<file path="config.mk">
export PLATFORM = sky130hd
export DESIGN_NAME = aon_power_ctl
export DESIGN_NICKNAME = d
export VERILOG_FILES = /design/src/rtl/aon_power_ctl.sv
export SDC_FILE = /design/constraint.sdc
export NUM_CORES = 1
export LEC_CHECK = 0
export ABC_AREA = 0
export CAP_MARGIN = 20
export CORE_UTILIZATION = 56
export CTS_CLUSTER_DIAMETER = 30
export DETAILED_ROUTE_END_ITERATION = 6
export DONT_BUFFER_PORTS = 1
export PLACE_DENSITY = 0.73
export SYNTH_ARGS = -nofsm -noshare
export SYNTH_HDL_FRONTEND = slang
export SYNTH_SLANG_ARGS = --single-unit
</file>
<file path="constraint.sdc">
create_clock -name clk -period 3.56 [get_ports clk]
set_input_delay 0 -clock clk [delete_from_list [all_inputs] [get_ports clk]]
set_output_delay 0 -clock clk [all_outputs]
set_load 0.005 [all_outputs]
</file>
<file path="src/rtl/aon_power_ctl.sv">
module aon_power_ctl #(
  parameter int NUM_WAKE = 4,
  parameter int OFF_DLY  = 4,
  parameter int ON_DLY   = 4,
  parameter int ADDR_W   = 5
) (
  input  logic                clk,
  input  logic                rst_n,
  input  logic                reg_we,
  input  logic [ADDR_W-1:0]   reg_addr,
  input  logic [31:0]         reg_wdata,
  output logic [31:0]         reg_rdata,
  input  logic [NUM_WAKE-1:0] wake_in,
  output logic                main_pwr_en,
  output logic                wake_req
);

  localparam int MAX_DLY = (OFF_DLY > ON_DLY) ? OFF_DLY : ON_DLY;
  localparam int CNT_W   = $clog2(MAX_DLY + 1);
  localparam logic [ADDR_W-1:0] A_CTRL  = ADDR_W'(5'h00);
  localparam logic [ADDR_W-1:0] A_STATE = ADDR_W'(5'h04);
  localparam logic [ADDR_W-1:0] A_WKEN  = ADDR_W'(5'h08);
  localparam logic [ADDR_W-1:0] A_PINS  = ADDR_W'(5'h14);
  localparam logic [ADDR_W-1:0] A_KEEP0 = ADDR_W'(5'h18);
  localparam logic [ADDR_W-1:0] A_KEEP1 = ADDR_W'(5'h1C);
  localparam logic [1:0] MODE_DEEP = 2'd1;

  typedef enum logic [1:0] {RUN = 2'd0, SHUTDOWN = 2'd1, ASLEEP = 2'd2, WAKING = 2'd3} pstate_t;

  pstate_t             state;
  logic [CNT_W-1:0]    cnt;
  logic                force_bit;
  logic [1:0]          mode;
  logic [NUM_WAKE-1:0] wk_en;
  logic [31:0]         keep0, keep1;
  logic [NUM_WAKE-1:0] sync1, sync2, sync3;
  logic [NUM_WAKE-1:0] wk_rise;
  logic                wake_hit;

  assign wk_rise     = sync2 & ~sync3;
  assign wake_hit    = |(wk_rise & wk_en);
  assign main_pwr_en = (state == RUN) || (state == WAKING);
  assign wake_req    = (state == WAKING);

  always_ff @(posedge clk or negedge rst_n) begin
    if (!rst_n) begin
      sync1 <= '0;
      sync2 <= '0;
      sync3 <= '0;
    end else begin
      sync1 <= wake_in;
      sync2 <= sync1;
      sync3 <= sync2;
    end
  end

  always_ff @(posedge clk or negedge rst_n) begin
    if (!rst_n) begin
      state <= RUN;
      cnt   <= '0;
    end else begin
      case (state)
        RUN: begin
          cnt <= '0;
          if (force_bit && mode == MODE_DEEP) state <= SHUTDOWN;
        end
        SHUTDOWN: begin
          if (cnt == CNT_W'(OFF_DLY - 1)) begin
            state <= ASLEEP;
            cnt   <= '0;
          end else cnt <= cnt + 1'b1;
        end
        ASLEEP: begin
          cnt <= '0;
          if (wake_hit) state <= WAKING;
        end
        default: begin
          if (cnt == CNT_W'(ON_DLY - 1)) begin
            state <= RUN;
            cnt   <= '0;
          end else cnt <= cnt + 1'b1;
        end
      endcase
    end
  end

  always_ff @(posedge clk or negedge rst_n) begin
    if (!rst_n) begin
      force_bit <= 1'b0;
      mode      <= 2'd0;
    end else if (state == ASLEEP && wake_hit) begin
      force_bit <= 1'b0;
    end else if (state == RUN && force_bit) begin
      if (mode != MODE_DEEP) force_bit <= 1'b0;
    end else if (state == RUN && reg_we && reg_addr == A_CTRL) begin
      force_bit <= reg_wdata[0];
      mode      <= reg_wdata[2:1];
    end
  end

  always_ff @(posedge clk or negedge rst_n) begin
    if (!rst_n) begin
      wk_en <= '0;
      keep0 <= '0;
      keep1 <= '0;
    end else if (reg_we) begin
      if (reg_addr == A_WKEN)  wk_en <= reg_wdata[NUM_WAKE-1:0];
      if (reg_addr == A_KEEP0) keep0 <= reg_wdata;
      if (reg_addr == A_KEEP1) keep1 <= reg_wdata;
    end
  end

  always_comb begin
    reg_rdata = '0;
    case (reg_addr)
      A_CTRL:  reg_rdata = {29'd0, mode, force_bit};
      A_STATE: reg_rdata = {30'd0, state};
      A_WKEN:  reg_rdata = {{(32-NUM_WAKE){1'b0}}, wk_en};
      A_PINS:  reg_rdata = {{(32-NUM_WAKE){1'b0}}, sync2};
      A_KEEP0: reg_rdata = keep0;
      A_KEEP1: reg_rdata = keep1;
      default: reg_rdata = '0;
    endcase
  end

  p_sleep_entry_r5: assert property (@(posedge clk) disable iff (!rst_n)
    (state == RUN && force_bit && mode == MODE_DEEP) |=> (state == SHUTDOWN && !main_pwr_en));

  p_bad_mode_r6: assert property (@(posedge clk) disable iff (!rst_n)
    (state == RUN && force_bit && mode != MODE_DEEP) |=> (state == RUN && !force_bit));

  p_power_off_r7: assert property (@(posedge clk) disable iff (!rst_n)
    (state == SHUTDOWN) |=> (state == SHUTDOWN || state == ASLEEP) && !main_pwr_en);

  p_wake_entry_r8: assert property (@(posedge clk) disable iff (!rst_n)
    (state == ASLEEP && wake_hit) |=> (state == WAKING && wake_req && !force_bit));

  p_no_wake_disabled_r9: assert property (@(posedge clk) disable iff (!rst_n)
    (state == ASLEEP && !wake_hit) |=> (state == ASLEEP));

  p_wake_done_r10: assert property (@(posedge clk) disable iff (!rst_n)
    (state == WAKING) |=> (state == WAKING || (state == RUN && !wake_req)));

endmodule

</file>
==> qor.csv, run 1 <==
metric,value,unit
async_flop_share,100,%
synthToLayoutAreaGrowth,19.0,%
fin_crit_sh,62.5,%
antenna_left,0,
synth.area.top_cells,"dfrtp_1 58%, mux2_2 11%, mux2_1 8.9%",
core_area,6460,sq um
cts_made_buffers,9,
r2r_slack,1.33,ns
routed_wl,7780,microns
yosysWarningCount,0,
yosys-top-cells-count,"88 x dfrtp_1, 38 x mux2_2, 30 x mux2_1",
antenna_found_initial,0,
groute.usage.overall,24.1,%
synth-xor-area-share,0,%
cts.path.max_buffers,2,
tritoncts,yes,
slew_violations,0,
grt_start_max_net_pins,89,
slew_headroom,45.1,%
postCtsSetupBuffers,0,
numPortBuffers,0,
end_kind,flop,
max_freq,0.449,GHz
insertion_delay,0.33,ns
yosys.area_share.adder,1.98,%
ys.flop_type,dfrtp_1,
cp.required,3.78,ns
grt_setup_unrepaired,false,
synth_cells,274,
overflow,0,
fin_hold_ws,0.0218,ns
cts_root_buf,clkbuf_8,
nets,366,
hpwlAfterDp,4670,microns
synth_edf_count,0,
hold_viol_final,0,
rows,29,
cp.arrival,2.45,ns
grt_pass1_vias,2583,
drc,6,
synthesis.nets,324,
synthDistinctLibCells,35,
num_vias,2390,
cp-start-kind,flop,
path_clk_slew,0.09,ns
drive_gt1_share,19.1,%
netlist_area,3790,sq um
synth_top_family_by_area,multiplexers,
setup_tns,0,ns
synth_top_area_share,58.0,%
status,finished with violations,
worst_pin_slew,0.820,ns
initial_core_util,58.8,%
critical_path_class,flop to flop,
muxShareOfSynthArea,21.2,%
viasPerCell,6.04,
grt_pass1_wl,13200,microns
final_cells,396,
synth_top_area_cell,dfrtp_1,
place.gp.congestion,0.847,
finalSetupViolations,0,
violations,DRC,
wire_per_inst,19.6,microns
path_max_fanout,5,
hp-class,input port to flop,
p_per_area,559,nW/um^2
synthSimpleGateAreaFrac,6.23,%
drtIter0Drc,154,
drv_cap,0,
yosysMostFrequentCell,dfrtp_1,
h-tree-depth,3,
peakVddDrop,0.317,mV
drtPass1Iterations,7,
dieArea,7110,sq um
finClkSkew,0.0113,ns
ios,78,
finalCriticalPeriod,2.23,ns
power.leakage,2.06,nW
avgSynthCellArea,13.8,sq um
die-height,84.3,microns
die_w,84.3,microns
seq_area_frac_synth,58.0,%
synth_seq_cells,88,
clock_sinks,88,
diodes,0,
synth-compound-area-share,10.6,%
post-place-cells,341,
==> registers in the layout, indices dropped and copies added (netlist names) <==
register	count
sync2	4
cnt	3
state	2
sync1	4
force_bit	1
wk_en	4
keep1	32
mode	2
sync3	4
keep0	32
==> cell type report <==
type	instances	area, sq um
sequential	88	2200
fill	461	1940
multi-input combinational	168	1520
timing repair buffer	44	450
clock buffer	9	124
clock inverter	5	106
tap	77	96.3
inverter	5	18.8
==> cells by family (layout without fill, tap and decap cells) <==
family / after synthesis / count (layout)
buf+inv: 18 / 63
fa+ha+maj: 6 / 6
mux: 72 / 72
compound gates: 49 / 49
simple gates: 41 / 41
flops: 88 / 88
==> through the flow <==
step	power (mW)	util [%]	setup slack, ns	area [sq um]
final	2.53	69.9	1.33	4520
after global routing	2.66	69.9	1.21	4520
after CTS	2.54	69.9	1.34	4520
after detailed placement	1.68	59.7	1.71	3860
after global placement	1.65	59.7	1.73	3860
after floorplan	1.58	-	1.97	3790
==> worst max-delay path: stages (launching register included) <==
cell	delay [ns]
dfrtp_1	0.45
inv_1	0.13
ha_1	0.26
nand3b_1	0.11
nor4_2	0.14
dlygate4sd3_1	0.72
mux2i_1	0.21
nand3_1	0.08
==> final timing paths <==
| check | from | end | cells after the start |
|---|---|---|---|
| max in group asynchronous | rst_n | keep1[25] | 2 |
| min | reg_we | wk_en[0] | 2 |
| max | state[1] | mode[1] | 7 |
| min in group asynchronous | rst_n | keep1[30] | 2 |
| max reg2reg | state[1] | mode[1] | 7 |
| min reg2reg | sync1[1] | sync2[1] | 0 |
==> routing by layer <==
metal | GRT usage [%] | wire length [microns] | part of all wire, %
met5 | 0 | 0 | 0
met3 | 4.82 | 289 | 3.7
met1 | 31.6 | 3560 | 46
met2 | 39.3 | 3770 | 48
met4 | 10.7 | 158 | 2.0
==> power breakdown <==
part	total [mW]	internal [mW]	switching (mW)
clock	0.802	0.461	0.340
sequential	1.30	1.18	0.118
combinational	0.422	0.222	0.201
total	2.53	1.87	0.658
==> placed cells by master, fill, tap and decap left out, types with 2 or more instances in the layout <==
cell / synthesis / final
ha_1: 6 / 6
dfrtp_1: 88 / 88
mux2i_1: 4 / 4
buf_4: 0 / 3
nor3_1: 3 / 3
mux2_1: 30 / 30
inv_1: 5 / 5
dlygate4sd3_1: 0 / 40
nand2_1: 12 / 12
a22o_1: 29 / 29
nand4_1: 2 / 2
o211ai_1: 2 / 2
mux2_2: 38 / 38
o22a_1: 2 / 2
a22oi_1: 8 / 8
nand3_1: 5 / 5
nand3b_1: 2 / 2
clkbuf_8: 0 / 9
o22ai_1: 2 / 2
nor2b_1: 2 / 2
o21ai_0: 2 / 2
bufinv_16: 0 / 3
nor2_1: 5 / 5
==> repair_timing <==
action | 4_1_cts | 5_1_grt
hold endpoints to repair | 163 | 0
endpoints found under the setup margin | 0 | 0
hold buffers | 41 | 0
resized for setup | 0 | 0
(Power assumes the default switching activity.)
==> run 2, diff against run 1 <==
--- a/config.mk
+++ b/config.mk
@@ -5,13 +5,13 @@
 export SDC_FILE = /design/constraint.sdc
 export NUM_CORES = 1
 export LEC_CHECK = 0
-export ABC_AREA = 0
+export ABC_AREA = 1
 export CAP_MARGIN = 20
 export CORE_UTILIZATION = 56
 export CTS_CLUSTER_DIAMETER = 30
 export DETAILED_ROUTE_END_ITERATION = 6
 export DONT_BUFFER_PORTS = 1
-export PLACE_DENSITY = 0.73
+export PLACE_DENSITY = 0.76
 export SYNTH_ARGS = -nofsm -noshare
 export SYNTH_HDL_FRONTEND = slang
 export SYNTH_SLANG_ARGS = --single-unit
==> constraint.sdc (replaced) <==
create_clock -name clk -period 1.9 [get_ports clk]
set_input_delay 0 -clock clk [delete_from_list [all_inputs] [get_ports clk]]
set_output_delay 0 -clock clk [all_outputs]
set_load 0.005 [all_outputs]
==> qor.csv, run 2 <==
metric,value,unit
status,finished with violations,
violations,hold timing,
rows,30,
crit_cells,7,
critPathBufInv,2,
groute.usage.overall,22.3,%
drv_cap,0,
grt_pass1_vias,2816,
viasPerCell,5.37,
synthesis.nets,460,
h-tree-depth,3,
diodes,0,
drtIter0Drc,114,
slowest_delay,0.57,ns
finClkSkew,0.00729,ns
ios,78,
yosys.area_share.adder,1.87,%
max_freq,0.549,GHz
hold_viol_final,88,
p_per_area,908,nW/um^2
grt_pass1_wl,12800,microns
timing.rr.start,state[0],
synth_cells,410,
setup_ws,0.0783,ns
cp_top_family,buffers and inverters,
antenna_found_initial,0,
peakVddDrop,0.499,mV
dieArea,7520,sq um
overflow,0,
wire_per_inst,14.6,microns
worstRegToRegCells,7,
drive_gt1_share,16.3,%
hpwlAfterDp,4710,microns
hp-class,input port to asynchronous set/reset pin,
power.leakage,2.24,nW
yosysWarningCount,0,
yosys-top-cells-count,"106 x nand2_1, 88 x dfrtp_1, 45 x inv_1, 45 x o21ai_2, 28 x a22o_1",
numPortBuffers,0,
cts_root_buf,clkbuf_8,
die_w,86.7,microns
seq_area_frac_synth,54.8,%
synth-xor-area-share,0,%
crit_chain,inv_1 > ha_2 > nand2_1 > nor2_2 > nand4_1 > dlygate4sd3_1 > nand2_1,
crit_path_start,state[0],
final_cell_mix,"106 x nand2_1, 88 x dfrtp_1, 45 x inv_1, 45 x o21ai_2, 38 x dlygate4sd3_1",
grt_setup_unrepaired,false,
num_vias,2915,
reg_top3,"keep0 (32), keep1 (32)",
dp_slack,0.424,ns
postCtsSetupBuffers,0,
cp.arrival,2.12,ns
cp-start-kind,flop,
antenna_left,0,
nets,493,
path_max_fanout,6,
place.gp.congestion,0.812,
cp_common_cell,nand2_1,
initial_core_util,58.5,%
cts_hold_buffers,38,
end_kind,flop,
fin_crit_sh,95.9,%
reg2reg_to,force_bit,
routed_wl,7910,microns
slew_violations,0,
yosysMostFrequentCell,nand2_1,
synthToLayoutAreaGrowth,12.9,%
mostFrequentLayoutCell,nand2_1,
drc,0,
synth_seq_cells,88,
r2r_slack,0.08,ns
synthDistinctLibCells,22,
async_flop_share,100,%
finalSetupViolations,0,
synth_edf_count,0,
setup_tns,0,ns
avgSynthCellArea,9.80,sq um
ys.flop_type,dfrtp_1,
cts_made_buffers,9,
clock_sinks,88,
synth-compound-area-share,19.9,%
slew_headroom,43.4,%
cts.path.max_buffers,2,
path_clk_slew,0.09,ns
drtPass1Iterations,4,
cp_slowest_cell,dlygate4sd3_1,
critical_path_class,flop to flop,
netlist_area,4020,sq um
tritoncts,yes,
synthSimpleGateAreaFrac,14.9,%
synth_top_area_cell,dfrtp_1,
fillers,556,
crit_path_end,force_bit,
synth_top_family_by_area,compound AO/OA/AOI/OAI gates,
synth_top_area_share,54.8,%
die-height,86.7,microns
grt_start_max_net_pins,89,
worst_pin_slew,0.849,ns
insertion_delay,0.35,ns
core_area,6870,sq um
cp.required,2.20,ns
synth.area.top_cells,"dfrtp_1 55%, nand2_1 9.9%, o21ai_2 9.8%",
muxShareOfSynthArea,0,%
fin_hold_ws,-0.668,ns
finalCriticalPeriod,1.82,ns
## run 2: cell types whose count changed after synthesis, moves of 9 or more
cell,previous run,this run
buf_6,0,10
inv_1,5,45
mux2_1,30,0
mux2_2,38,0
nand2_1,12,106
nor2_1,5,14
o21ai_1,0,24
o21ai_2,0,45
## run 2: per-layer routing
metal | vias up | track usage [%] | part of all wire, %
li1 | 1408 | - | -
met1 | 1407 | 29.2 | 46
met2 | 84 | 35.6 | 46
met3 | 16 | 5.05 | 5.8
met4 | 0 | 9.85 | 2.2
met5 | - | 0 | 0
## run 2: cell type report
type | count | area (sq um) | area share (%)
inverter | 49 | 184 | 4.06
clock buffer | 11 | 131 | 2.90
clock inverter | 4 | 22.5 | 0.497
timing repair buffer | 40 | 395 | 8.72
tap | 96 | 120 | 2.65
multi-input combinational | 255 | 1480 | 32.6
sequential | 88 | 2200 | 48.6
## run 2: cells by family after synthesis
kind of cell,count (synthesis)
compound gates,105
fa+ha+maj,6
flops,88
simple gates,144
buf+inv,67
## run 2: repair_timing
action | 4_1_cts | 5_1_grt
endpoints found under the setup margin | 0 | 1
gates resized for setup | 0 | 2
hold endpoints to repair | 163 | 88
## run 2: through the flow
step           power (mW)  utilization [%]  hold WS, ns  cell area, sq um  std cells
2_1_floorplan        2.86                -       -0.296              4020        410
3_3_place_gp         2.94             58.2       -0.293              4000        490
3_5_place_dp         2.99             58.2       -0.293              4000        490
4_1_cts              4.14             65.9       -0.683              4530        543
5_1_grt              4.35             66.0       -0.687              4530        543
6_report             4.12             66.0       -0.668              4530        543
## run 2: how the worst min path moves through the flow
stage           from       end
2_1_floorplan  rst_n    cnt[0]
3_3_place_gp   rst_n  state[0]
3_5_place_dp   rst_n    cnt[2]
4_1_cts        rst_n    cnt[2]
5_1_grt        rst_n    cnt[2]
6_report       rst_n  state[0]
## run 2: power breakdown
group | internal, mW | total (mW) | switching (mW) | leakage (nW)
clock | 0.463 | 1.10 | 0.635 | 0.0789
sequential | 2.20 | 2.40 | 0.199 | 1.13
combinational | 0.295 | 0.626 | 0.330 | 1.03
total | 2.95 | 4.12 | 1.16 | 2.24
==> run 3, diff against run 2 <==
--- a/config.mk
+++ b/config.mk
@@ -11,6 +11,7 @@
 export CTS_CLUSTER_DIAMETER = 30
 export DETAILED_ROUTE_END_ITERATION = 6
 export DONT_BUFFER_PORTS = 1
+export GPL_TIMING_DRIVEN = 0
 export PLACE_DENSITY = 0.76
 export SYNTH_ARGS = -nofsm -noshare
 export SYNTH_HDL_FRONTEND = slang
==> qor.csv, run 3 (synthesis gave the netlist of run 2 again) <==
metric,value,unit
slew_headroom,81.7,%
insertion_delay,0.35,ns
mostFrequentLayoutCell,nand2_1,
cts.path.max_buffers,2,
tritoncts,yes,
groute.usage.overall,24.8,%
h-tree-depth,3,
drtPass1Iterations,4,
timing.rr.start,state[0],
numPortBuffers,0,
ios,78,
dpl_cell_area,4140,sq um
switching_share,27.2,%
finClkSkew,0.00918,ns
slew_violations,0,
die_w,86.7,microns
critical_path_class,flop to flop,
worstRegToRegCells,7,
nets,509,
fillers,513,
antenna_found_initial,0,
r2r_slack,0.11,ns
grt_pass1_vias,2965,
p_total,4.38,mW
cp-start-kind,flop,
clkPwrFrac,31.0,%
routed_wl,8520,microns
hp-class,input port to asynchronous set/reset pin,
overflow,0,
num_vias,3030,
viasPerCell,5.41,
cts_made_buffers,9,
clock_sinks,88,
switching_power,1.19,mW
rows,30,
grt_setup_unrepaired,false,
dp_slack,0.454,ns
hpwlAfterDp,5560,microns
fin_crit_sh,94.2,%
postCtsSetupBuffers,0,
end_kind,flop,
stdcell_area,4740,sq um
status,finished with violations,
finalCriticalPeriod,1.79,ns
path_max_fanout,6,
p_comb_share,14.4,%
postLayoutCoreUtil,69.0,%
setup_ws,0.111,ns
antenna_left,0,
final_cells,560,
reg_top3,"keep0 (32), keep1 (32)",
power.leakage,2.36,nW
grt_pass1_wl,14200,microns
die-height,86.7,microns
final_cell_mix,"106 x nand2_1, 86 x dfrtp_1, 45 x inv_1, 45 x o21ai_2, 38 x dlygate4sd3_1",
synthToLayoutAreaGrowth,18.0,%
cp.required,2.20,ns
peakVddDrop,0.544,mV
reg2reg_to,force_bit,
cp.arrival,2.09,ns
hold_viol_final,90,
path_clk_slew,0.09,ns
wire_per_inst,15.2,microns
seq_power_share,54.5,%
place.gp.congestion,0.798,
post-place-cells,506,
initial_core_util,58.5,%
setup_tns,0,ns
grt_start_max_net_pins,89,
cts_root_buf,clkbuf_8,
drtIter0Drc,154,
worst_pin_slew,0.274,ns
drv_cap,0,
p_int,3.19,mW
drc,0,
violations,hold timing,
core_area,6870,sq um
drive_gt1_share,20.3,%
cts_hold_buffers,38,
p_per_area,924,nW/um^2
diodes,0,
dieArea,7520,sq um
max_freq,0.559,GHz
fin_hold_ws,-0.671,ns
finalSetupViolations,0,
run 3: cell type report:
class                           count  area, sq um  area share (%)
Sequential cell                    88         2200            46.5
Multi-Input combinational cell    255         1480            31.2
Clock inverter                      5         63.8            1.35
Timing Repair Buffer               38          380            8.02
Clock buffer                       11          151            3.19
Buffer                             18          158            3.33
Tap cell                           96          120            2.53
Inverter                           49          184            3.88
run 3: per-layer routing:
layer  global-route usage [%]  up-vias  share of wire [%]
met3                     5.62       12                6.4
met5                        0        -                  0
li1                         -     1444                  -
met4                     9.55        0                1.4
met1                     33.5     1496                 45
met2                     39.3       78                 47
run 3: power by group through the flow:
stage          logic (mW)  registers, mW  clock network [mW]
4_1_cts             0.634           2.38                1.38
3_5_place_dp        0.570           2.42                   0
5_1_grt             0.723           2.43                1.47
2_1_floorplan       0.487           2.37                   0
6_report            0.633           2.39                1.36
3_3_place_gp        0.544           2.40                   0
run 3: worst max-delay path by stage:
stage                        start   endpoint  slack [ns]  cells after the start
after floorplan           state[0]    mode[1]        0.62                      7
after global placement    state[0]    mode[1]        0.48                      7
after detailed placement  state[0]    mode[1]        0.45                      7
after CTS                 state[0]  force_bit        0.08                      7
after global routing      state[0]  force_bit        0.01                      7
final                     state[0]  force_bit        0.11                      7
run 3: what timing repair did:
action                                  CTS  global route
resized for setup                         0             4
endpoints found under the setup margin    0             1
endpoints found under the hold margin   163            88
run 3: critical path, cell delays in order (launching register included):
cell	delay (ns)
dfrtp_2	0.46
inv_1	0.10
ha_2	0.21
nand2_1	0.07
nor2_2	0.14
nand4_1	0.10
dlygate4sd3_1	0.59
nand2_1	0.07
